## src/rtl/rtsc_pkg.sv

```systemverilog
package rtsc_pkg;

  typedef enum logic [1:0] {
    ADDR_MODE   = 2'd0,
    ADDR_VALUE  = 2'd1,
    ADDR_ALARM  = 2'd2,
    ADDR_STATUS = 2'd3
  } regAddr_t;

  // strobes from control to datapath
  typedef struct packed {
    logic restart;
    logic alarmWe;
  } dpStrobe_t;

endpackage

```

## src/rtl/rtsc_datapath.sv

```systemverilog
module rtsc_datapath
  import rtsc_pkg::*;
#(
  parameter int PRE_W   = 16,
  parameter int CNT_W   = 32,
  parameter int PRE_RST = 32768
) (
  input  logic             clk,
  input  logic             rstN,
  input  dpStrobe_t        strobe,
  input  logic [PRE_W-1:0] prescale,
  input  logic [CNT_W-1:0] alarmIn,
  output logic             tick,
  output logic [CNT_W-1:0] cntVal,
  output logic [CNT_W-1:0] almVal,
  output logic             cntEqAlm
);

  localparam int DIV_W = PRE_W + 1;
  localparam logic [DIV_W-1:0] FULL_PERIOD = DIV_W'(1) << PRE_W;
  localparam logic [DIV_W-1:0] RST_RELOAD  =
    (PRE_RST == 0) ? FULL_PERIOD : DIV_W'(PRE_RST);
  localparam logic [CNT_W-1:0] CNT_MAX = '1;

  logic [DIV_W-1:0] divCnt;
  logic [DIV_W-1:0] reloadVal;
  logic             periodEnd;

  always_comb begin
    reloadVal = (prescale == '0) ? FULL_PERIOD : {1'b0, prescale};
    periodEnd = (divCnt == DIV_W'(1));
    tick      = periodEnd && !strobe.restart;
    cntEqAlm  = (cntVal == almVal);
  end

  always_ff @(posedge clk or negedge rstN) begin
    if (!rstN) begin
      divCnt <= RST_RELOAD;
      cntVal <= '0;
    end else if (strobe.restart) begin
      divCnt <= reloadVal;
      cntVal <= '0;
    end else if (periodEnd) begin
      divCnt <= reloadVal;
      cntVal <= cntVal + CNT_W'(1);
    end else begin
      divCnt <= divCnt - DIV_W'(1);
    end
  end

  always_ff @(posedge clk or negedge rstN) begin
    if (!rstN)               almVal <= '1;
    else if (strobe.alarmWe) almVal <= alarmIn;
  end

  AST_DIV_NONZERO: assert property (@(posedge clk) disable iff (!rstN)
    divCnt != '0);
  AST_RESTART_ZERO: assert property (@(posedge clk) disable iff (!rstN)
    strobe.restart |=> (cntVal == '0));
  AST_COUNT_HOLD: assert property (@(posedge clk) disable iff (!rstN)
    (!strobe.restart && !tick) |=> $stable(cntVal));
  AST_WRAP_ZERO: assert property (@(posedge clk) disable iff (!rstN)
    (tick && cntVal == CNT_MAX) |=> (cntVal == '0));

endmodule

```

## src/rtl/rtsc_ctrl.sv

```systemverilog
module rtsc_ctrl
  import rtsc_pkg::*;
#(
  parameter int PRE_W   = 16,
  parameter int CNT_W   = 32,
  parameter int DATA_W  = 32,
  parameter int PRE_RST = 32768
) (
  input  logic              clk,
  input  logic              rstN,
  input  logic              wrEn,
  input  logic              rdEn,
  input  logic [1:0]        addr,
  input  logic [DATA_W-1:0] wrData,
  input  logic              tick,
  input  logic [CNT_W-1:0]  cntVal,
  input  logic [CNT_W-1:0]  almVal,
  input  logic              cntEqAlm,
  output dpStrobe_t         strobe,
  output logic [PRE_W-1:0]  prescale,
  output logic [DATA_W-1:0] rdData,
  output logic              irq,
  output logic              alarmOut
);

  localparam int INC_EN_BIT  = PRE_W;
  localparam int ALM_EN_BIT  = PRE_W + 1;
  localparam int RESTART_BIT = PRE_W + 2;
  localparam int CLR_DELAY   = 2;

  logic                 incEn, almEn;
  logic                 incFlag, almFlag;
  logic [CLR_DELAY-1:0] clrPipe;
  logic                 clrNow;
  logic                 modeWr, restartReq, statusRd;

  always_comb begin
    modeWr         = wrEn && (addr == ADDR_MODE);
    restartReq     = modeWr && wrData[RESTART_BIT];
    statusRd       = rdEn && (addr == ADDR_STATUS);
    strobe.restart = restartReq;
    strobe.alarmWe = wrEn && (addr == ADDR_ALARM);
    clrNow         = clrPipe[CLR_DELAY-1];
  end

  always_ff @(posedge clk or negedge rstN) begin
    if (!rstN) begin
      prescale <= PRE_W'(PRE_RST);
      incEn    <= 1'b0;
      almEn    <= 1'b0;
    end else if (modeWr && !wrData[RESTART_BIT]) begin
      prescale <= wrData[PRE_W-1:0];
      incEn    <= wrData[INC_EN_BIT];
      almEn    <= wrData[ALM_EN_BIT];
    end
  end

  always_ff @(posedge clk or negedge rstN) begin
    if (!rstN) clrPipe <= '0;
    else       clrPipe <= {clrPipe[CLR_DELAY-2:0], statusRd};
  end

  // set events win over a pending clear
  always_ff @(posedge clk or negedge rstN) begin
    if (!rstN) begin
      incFlag <= 1'b0;
      almFlag <= 1'b0;
    end else begin
      incFlag <= tick     | (incFlag & ~clrNow);
      almFlag <= cntEqAlm | (almFlag & ~clrNow);
    end
  end

  always_comb begin
    unique case (regAddr_t'(addr))
      ADDR_MODE:   rdData = DATA_W'({almEn, incEn, prescale});
      ADDR_VALUE:  rdData = DATA_W'(cntVal);
      ADDR_ALARM:  rdData = DATA_W'(almVal);
      ADDR_STATUS: rdData = DATA_W'({incFlag, almFlag});
      default:     rdData = '0;
    endcase
    irq      = (incFlag && incEn) || (almFlag && almEn);
    alarmOut = almFlag;
  end

  AST_TICK_SETS: assert property (@(posedge clk) disable iff (!rstN)
    tick |=> incFlag);
  AST_ALARM_SETS: assert property (@(posedge clk) disable iff (!rstN)
    cntEqAlm |=> almFlag);
  AST_NO_EARLY_CLEAR: assert property (@(posedge clk) disable iff (!rstN)
    (incFlag && !clrNow) |=> incFlag);
  AST_CLEAR_LANDS: assert property (@(posedge clk) disable iff (!rstN)
    (clrNow && !tick) |=> !incFlag);
  AST_RESTART_KEEPS: assert property (@(posedge clk) disable iff (!rstN)
    restartReq |=> ($stable(prescale) && $stable(incEn) && $stable(almEn)));

endmodule

```

## src/rtl/slow_seconds_timer.sv

```systemverilog
module slow_seconds_timer
  import rtsc_pkg::*;
#(
  parameter int PRE_W   = 16,
  parameter int CNT_W   = 32,
  parameter int DATA_W  = 32,
  parameter int PRE_RST = 32768
) (
  input  logic              clk,
  input  logic              rstN,
  input  logic              wrEn,
  input  logic              rdEn,
  input  logic [1:0]        addr,
  input  logic [DATA_W-1:0] wrData,
  output logic [DATA_W-1:0] rdData,
  output logic              irq,
  output logic              alarmOut
);

  dpStrobe_t        strobe;
  logic [PRE_W-1:0] prescale;
  logic             tick;
  logic             cntEqAlm;
  logic [CNT_W-1:0] cntVal;
  logic [CNT_W-1:0] almVal;

  rtsc_ctrl #(
    .PRE_W(PRE_W), .CNT_W(CNT_W), .DATA_W(DATA_W), .PRE_RST(PRE_RST)
  ) uCtrl (
    .clk(clk), .rstN(rstN), .wrEn(wrEn), .rdEn(rdEn), .addr(addr),
    .wrData(wrData), .tick(tick), .cntVal(cntVal), .almVal(almVal),
    .cntEqAlm(cntEqAlm), .strobe(strobe), .prescale(prescale),
    .rdData(rdData), .irq(irq), .alarmOut(alarmOut)
  );

  rtsc_datapath #(
    .PRE_W(PRE_W), .CNT_W(CNT_W), .PRE_RST(PRE_RST)
  ) uDp (
    .clk(clk), .rstN(rstN), .strobe(strobe), .prescale(prescale),
    .alarmIn(wrData[CNT_W-1:0]), .tick(tick), .cntVal(cntVal),
    .almVal(almVal), .cntEqAlm(cntEqAlm)
  );

endmodule

```

## config.mk

```make
export PLATFORM = sky130hd
export DESIGN_NAME = slow_seconds_timer
export DESIGN_NICKNAME = d
export VERILOG_FILES = /design/src/rtl/rtsc_pkg.sv /design/src/rtl/rtsc_datapath.sv /design/src/rtl/rtsc_ctrl.sv /design/src/rtl/slow_seconds_timer.sv
export SDC_FILE = /design/constraint.sdc
export NUM_CORES = 1
export LEC_CHECK = 0
export CAP_MARGIN = 20
export CORE_MARGIN = 2
export CORE_UTILIZATION = 30
export CTS_BUF_LIST = sky130_fd_sc_hd__clkbuf_2
export DETAILED_ROUTE_END_ITERATION = 8
export HOLD_SLACK_MARGIN = 0.06
export PLACE_DENSITY_LB_ADDON = 0.3
export SLEW_MARGIN = 30
export SYNTH_ARGS = -nofsm -noshare
export SYNTH_HDL_FRONTEND = slang
export SYNTH_HIERARCHICAL = 1
export SYNTH_SLANG_ARGS = --single-unit
```

## constraint.sdc

```tcl
create_clock -name clk -period 5.7 [get_ports clk]
set_input_delay 1.14 -clock clk [delete_from_list [all_inputs] [get_ports clk]]
set_output_delay 1.14 -clock clk [all_outputs]
set_load 0.01 [all_outputs]
```

==> results of run 1 <==
## worst max-delay path: stages
cell	delay, ns
clkdlybuf4s50_1	0.47
nor2b_2	0.58
buf_4	0.36
o2bb2ai_1	0.18
clkdlybuf4s50_1	0.57
## through the flow
stage	worst slack (ns)	power (mW)	instances	util [%]	area, µm²
final	1.24	1.90	827	36.2	6750
after global routing	1.11	2.02	827	36.2	6750
after floorplan	2.50	1.33	523	-	5670
after detailed placement	1.20	1.56	811	35.6	6640
after CTS	1.18	1.93	827	36.2	6750
after global placement	1.28	1.54	811	35.6	6640
## logic make-up (layout without fill, tap and decap cells)
family / count (synthesis) / count (layout) / share of synthesized area, %
mux: 71 / 71 / 14.8
buf+inv: 35 / 105 / 2.78
compound gates: 77 / 77 / 9.18
flops: 103 / 103 / 46.2
xor+xnor: 62 / 62 / 9.57
fa+ha+maj: 3 / 3 / 0.662
simple gates: 172 / 172 / 16.9
## synth_stat cells (14+ instances only)
cell type,instances
nand4_1,21
a22o_1,15
xnor2_1,14
nor2_1,49
mux2_2,41
xor2_1,48
clkbuf_1,17
mux2i_1,18
nor4_1,18
a21oi_1,27
nand2_1,20
dfstp_2,34
o2bb2ai_1,16
nand3_1,15
dfrtp_1,69
## cell type report
class	instances	area, µm²
fillers	1860	11900
repair buffers	80	776
clock inverters	5	58.8
clock buffers	11	55.1
inverters	9	33.8
flip-flops and latches	103	2620
well taps	234	293
multi-input cells	385	2920
## sequential cells by signal (all words and copies together) (netlist names)
signal          count
uCtrl/incEn         1
uDp/cntVal         32
uCtrl/prescale     16
uDp/almVal         32
uDp/divCnt         17
uCtrl/incFlag       1
uCtrl/clrPipe       2
uCtrl/almEn         1
uCtrl/alarmOut      1
## path summary, 6_finish.rpt
check	endpoint	startpoint	cells after the start
max reg2reg	uDp/cntVal[26]$_DFFE_PN0P_	uDp/divCnt[1]$_DFF_PN0_	7
min reg2reg	uCtrl/clrPipe[1]$_DFF_PN0_	uCtrl/clrPipe[0]$_DFF_PN0_	0
min	uCtrl/clrPipe[1]$_DFF_PN0_	uCtrl/clrPipe[0]$_DFF_PN0_	0
max in group asynchronous	uDp/almVal[5]$_DFFE_PN1P_	rstN	2
min in group asynchronous	uDp/divCnt[12]$_DFF_PN0_	rstN	1
max	rdData[6]	addr[0]	5
## routing by layer
| metal | wire length [µm] | up-vias | GRT usage (%) |
|---|---|---|---|
| met1 | 7380 | 2211 | 23.1 |
| met4 | 186 | 0 | 3.32 |
| met5 | 0 | - | 0 |
| met2 | 7330 | 113 | 25.3 |
| met3 | 773 | 15 | 3.71 |
| li1 | - | 2027 | - |
## power groups by stage
stage | combinational [mW] | clock [mW] | sequential [mW]
floorplan | 0.315 | 0 | 1.01
global placement | 0.479 | 0 | 1.06
detailed placement | 0.487 | 0 | 1.07
CTS | 0.491 | 0.377 | 1.06
global route | 0.531 | 0.410 | 1.08
finish | 0.488 | 0.356 | 1.06
==> results.toml, run 1 <==
[timing]
period_needed_ns = 4.46
finClkSkew_ns = 0.0497
timing.setup.tns_ns = 0
fmax_mhz = 224
whs_ns = 0.402
setup_viol = 0
slew_headroom_pct = 44.3
hold_violations = 0
final_max_slew_viol_count = 0
rsz0062_at_grt = "false"
worst_pin_slew_ns = 0.836
fin_crit_sh_pct = 78.3

[routing]
post-route-drc-count = 0
ant_nets = 0
routed_wl_um = 15700
dr.pass1.iters = 5
num_vias = 4366
drtIter0Drc = 357
wl_per_cell_um = 18.9
via_per_inst = 5.28

[global_route]
grt_first_pass_wirelength_um = 25100
grt_start_max_net_pins = 67
grt_pass1_vias = 4368
grt-ovfl-total = 0
grt_antenna_before_repair = 0
track_usage_pct = 16.2

[clocking]
cts_num_sinks = 103
clkTransAtPathRegs_ns = 0.30
clk_latency_ns = 0.63
cts-htree-levels = 3
tritoncts = "built"
cts_repair_resize_count = 0
root_buffer = "clkbuf_2"
clk_path_buf_depth = 2
hold_buffers = 0
cts_buffers = 9
cts_setup_buffers = 0

[finish]
syn_to_final_growth_pct = 19.1
layout-drive-gt1-share_pct = 21.6
fin_nets = 629
antenna_cells = 0
final_cell_mix = "70 x clkdlybuf4s50_1, 69 x dfrtp_1, 49 x nor2_1"
final_common_cell = "clkdlybuf4s50_1"

[synth]
synth.cell_area_um2 = 5670
synth.net_count = 564
async_reset_ff_share_pct = 100
synth_cells = 523
ys_ff_latch = 103
synth_cell_types = 47
yosysSeqAreaShare_pct = 46.2
yosys-top-cells-area = "dfrtp_1 30%, dfstp_2 16%, mux2_2 8.1%"
yosysTopAreaCell = "dfrtp_1"
synth_edf_count = 0
ys_warn_count = 6
synth_top_area_share_pct = 30.4
synth_flop_cell = "dfrtp_1"
postSynthAreaPerCell_um2 = 10.8

[power]
peakVddDrop_v = 0.000120
p_int_mw = 1.27
p_comb_share_pct = 25.7
power_density_nw_per_um2 = 281
p_sw_share_pct = 33.3
power_switching_mw = 0.633
p_clk_share_pct = 18.7
p_seq_share_pct = 55.6
p_leak_nw = 2.73

[die]
die_h_um = 141
io_pins = 72
start_util_pct = 30.4
rows = 50
die_x_um = 141
coreArea_um2 = 18600
die_area_um2 = 20000

[placed_design]
hpwl_um = 11300
gp_congestion = 0.874
io_buffer_count = 71

[setup_path]
crit_path_end_kind = "primary output"
required_ns = 4.56
worstPathMaxFanout = 16
arrival_ns = 3.32
start_kind = "primary input"
reg2reg_slack_ns = 2.68
crit_type = "primary input to primary output"

[job]
cap_violations = 0

[outcome]
outcome = "finished clean"

[hold_path]
min_path_type = "flop to flop"
(Power assumes the default switching activity.)
==> run 2, diff against run 1 <==
==> constraint.sdc (replaced) <==
create_clock -name clk -period 3.6 [get_ports clk]
set_input_delay 0.72 -clock clk [delete_from_list [all_inputs] [get_ports clk]]
set_output_delay 0.72 -clock clk [all_outputs]
set_load 0.01 [all_outputs]
==> run 2 against run 1 <==
Compared with the run above:
- sequential power increased by 58%
- combinational power increased by 62%
- register-to-register slack got worse by 2.0 ns
- power increased by 57%
- non-clock buffer count increased by 6
- critical path depth increased by 1
- clock power increased by 46%
- critical path type unchanged
==> results.toml, run 2 (synthesis gave the netlist of run 1 again) <==
[finish]
final_common_cell = "clkdlybuf4s50_1"
seqCellArea_um2 = 2620
multi_input_area_um2 = 2920
reg.largest.list = "uDp/almVal: 32 flops, uDp/cntVal: 32 flops, uDp/divCnt: 17 flops"
fin_area_um2 = 6830
fillers = 1845
final_util_pct = 36.6
fin_nets = 635
syn_to_final_growth_pct = 20.3
layout-drive-gt1-share_pct = 22.2
final_cell_mix = "70 x clkdlybuf4s50_1, 69 x dfrtp_1, 49 x nor2_1"
stdcell_count = 834

[die]
io_pins = 72
die_area_um2 = 20000
start_util_pct = 30.4
die_h_um = 141
coreArea_um2 = 18600
rows = 50
die_x_um = 141

[setup_path]
slowest_stage = "clkdlybuf4s50_1"
r2r-end = "uDp/cntVal[31]$_DFFE_PN0P_"
crit_buf_inv = 4
reg2reg_slack_ns = 0.73
crit_type = "primary input to primary output"
cp_cell_sequence = "clkdlybuf4s50_1 -> buf_12 -> nor2b_1 -> buf_4 -> a22o_1 -> clkdlybuf4s50_1"
r2r_cells = 7
required_ns = 2.88
arrival_ns = 2.65
start_kind = "primary input"
worstPathMaxFanout = 23
crit_path_end_kind = "primary output"
timing.rr.start = "uDp/divCnt[1]$_DFF_PN0_"
critPathMaxStageDelay_ns = 0.56
crit_family = "buffers and inverters"
cpMostUsedCell = "clkdlybuf4s50_1"

[routing]
ant_nets = 0
drtIter0Drc = 299
wl_per_cell_um = 18.5
num_vias = 4319
via_per_inst = 5.18
post-route-drc-count = 0
dr.pass1.iters = 4
routed_wl_um = 15400

[outcome]
outcome = "finished clean"

[timing]
period_needed_ns = 3.37
hold_violations = 0
timing.setup.tns_ns = 0
whs_ns = 0.389
rsz0062_at_grt = "false"
slew_headroom_pct = 44.9
worst_pin_slew_ns = 0.825
fmax_mhz = 297
fin_crit_sh_pct = 93.7
setup_viol = 0
final_max_slew_viol_count = 0
finClkSkew_ns = 0.0333

[clocking]
cts-htree-levels = 3
cts_setup_buffers = 0
cts_num_sinks = 103
clkTransAtPathRegs_ns = 0.29
clk_latency_ns = 0.61
clk_path_buf_depth = 2
root_buffer = "clkbuf_2"
cts_buffers = 9
cts_repair_resize_count = 0
tritoncts = "built"

[global_route]
grt-ovfl-total = 0
grt_pass1_vias = 4422
grt_start_max_net_pins = 56
track_usage_pct = 16.0
grt_antenna_before_repair = 1
grt_first_pass_wirelength_um = 25000

[placed_design]
hpwl_um = 11400
io_buffer_count = 71
dp.cells = 816
gp_congestion = 0.904
post_dp_cell_area_um2 = 6710

[hold_path]
min_from = "uCtrl/clrPipe[0]$_DFF_PN0_"
whs_path_depth = 0
hold_path_end = "uCtrl/clrPipe[1]$_DFF_PN0_"
min_path_type = "flop to flop"

[power]
p_leak_nw = 2.76
peakVddDrop_v = 0.000164
power_density_nw_per_um2 = 436

[job]
cap_violations = 0
==> run 2: cell count changes in the layout (fill, tap and decap cells not counted) <==
cell / change
bufinv_16: -1
diode_2: +1
inv_6: +2
buf_12: +3
dlygate4sd3_1: +1
clkbuf_2: -2
clkinvlp_4: +1
nor2b_1: +1
nor2b_2: -1
clkinv_2: +1
buf_4: +2
clkinv_1: -1
==> run 2: through the flow <==
step           setup WS, ns  total power [mW]
6_report              0.228              2.98
5_1_grt               0.145              3.16
4_1_cts               0.243              3.01
3_5_place_dp          0.273              2.47
3_3_place_gp          0.265              2.45
2_1_floorplan         0.949              2.10
==> run 2: layer usage <==
| layer | track usage, % | share of wire [%] |
|---|---|---|
| met2 | 25.0 | 46 |
| met3 | 3.21 | 5.2 |
| met1 | 22.8 | 48 |
| met4 | 3.58 | 1.2 |
| met5 | 0 | 0 |
==> run 2: cell type report <==
class / instances / share of cell area, %
Inverter: 9 / 0.495
Timing Repair Buffer: 86 / 12.6
Clock inverter: 7 / 0.807
Tap cell: 234 / 4.29
Antenna cell: 1 / 0.0367
Multi-Input combinational cell: 385 / 42.7
Clock buffer: 9 / 0.660
Sequential cell: 103 / 38.4
==> run 2: how the worst max path moves through the flow <==
| stage | startpoint | endpoint | slack (ns) | cells past startpoint |
|---|---|---|---|---|
| finish | addr[1] | rdData[22] | 0.23 | 6 |
| global route | addr[1] | rdData[19] | 0.14 | 6 |
| CTS | addr[1] | rdData[22] | 0.24 | 6 |
| detailed placement | addr[1] | rdData[22] | 0.27 | 6 |
| global placement | addr[1] | rdData[31] | 0.27 | 6 |
| floorplan | uDp/divCnt[1]$_DFF_PN0_ | uDp/cntVal[31]$_DFFE_PN0P_ | 0.95 | 7 |
==> run 2: what timing repair did <==
item | 4_1_cts | 5_1_grt
setup endpoints to repair | 0 | 0
hold endpoints to repair | 11 | 0
hold buffers | 1 | 0
==> run 2: power breakdown <==
part	internal (mW)	total [mW]	switching [mW]
sequential	1.42	1.67	0.254
combinational	0.431	0.790	0.359
clock	0.0989	0.519	0.420
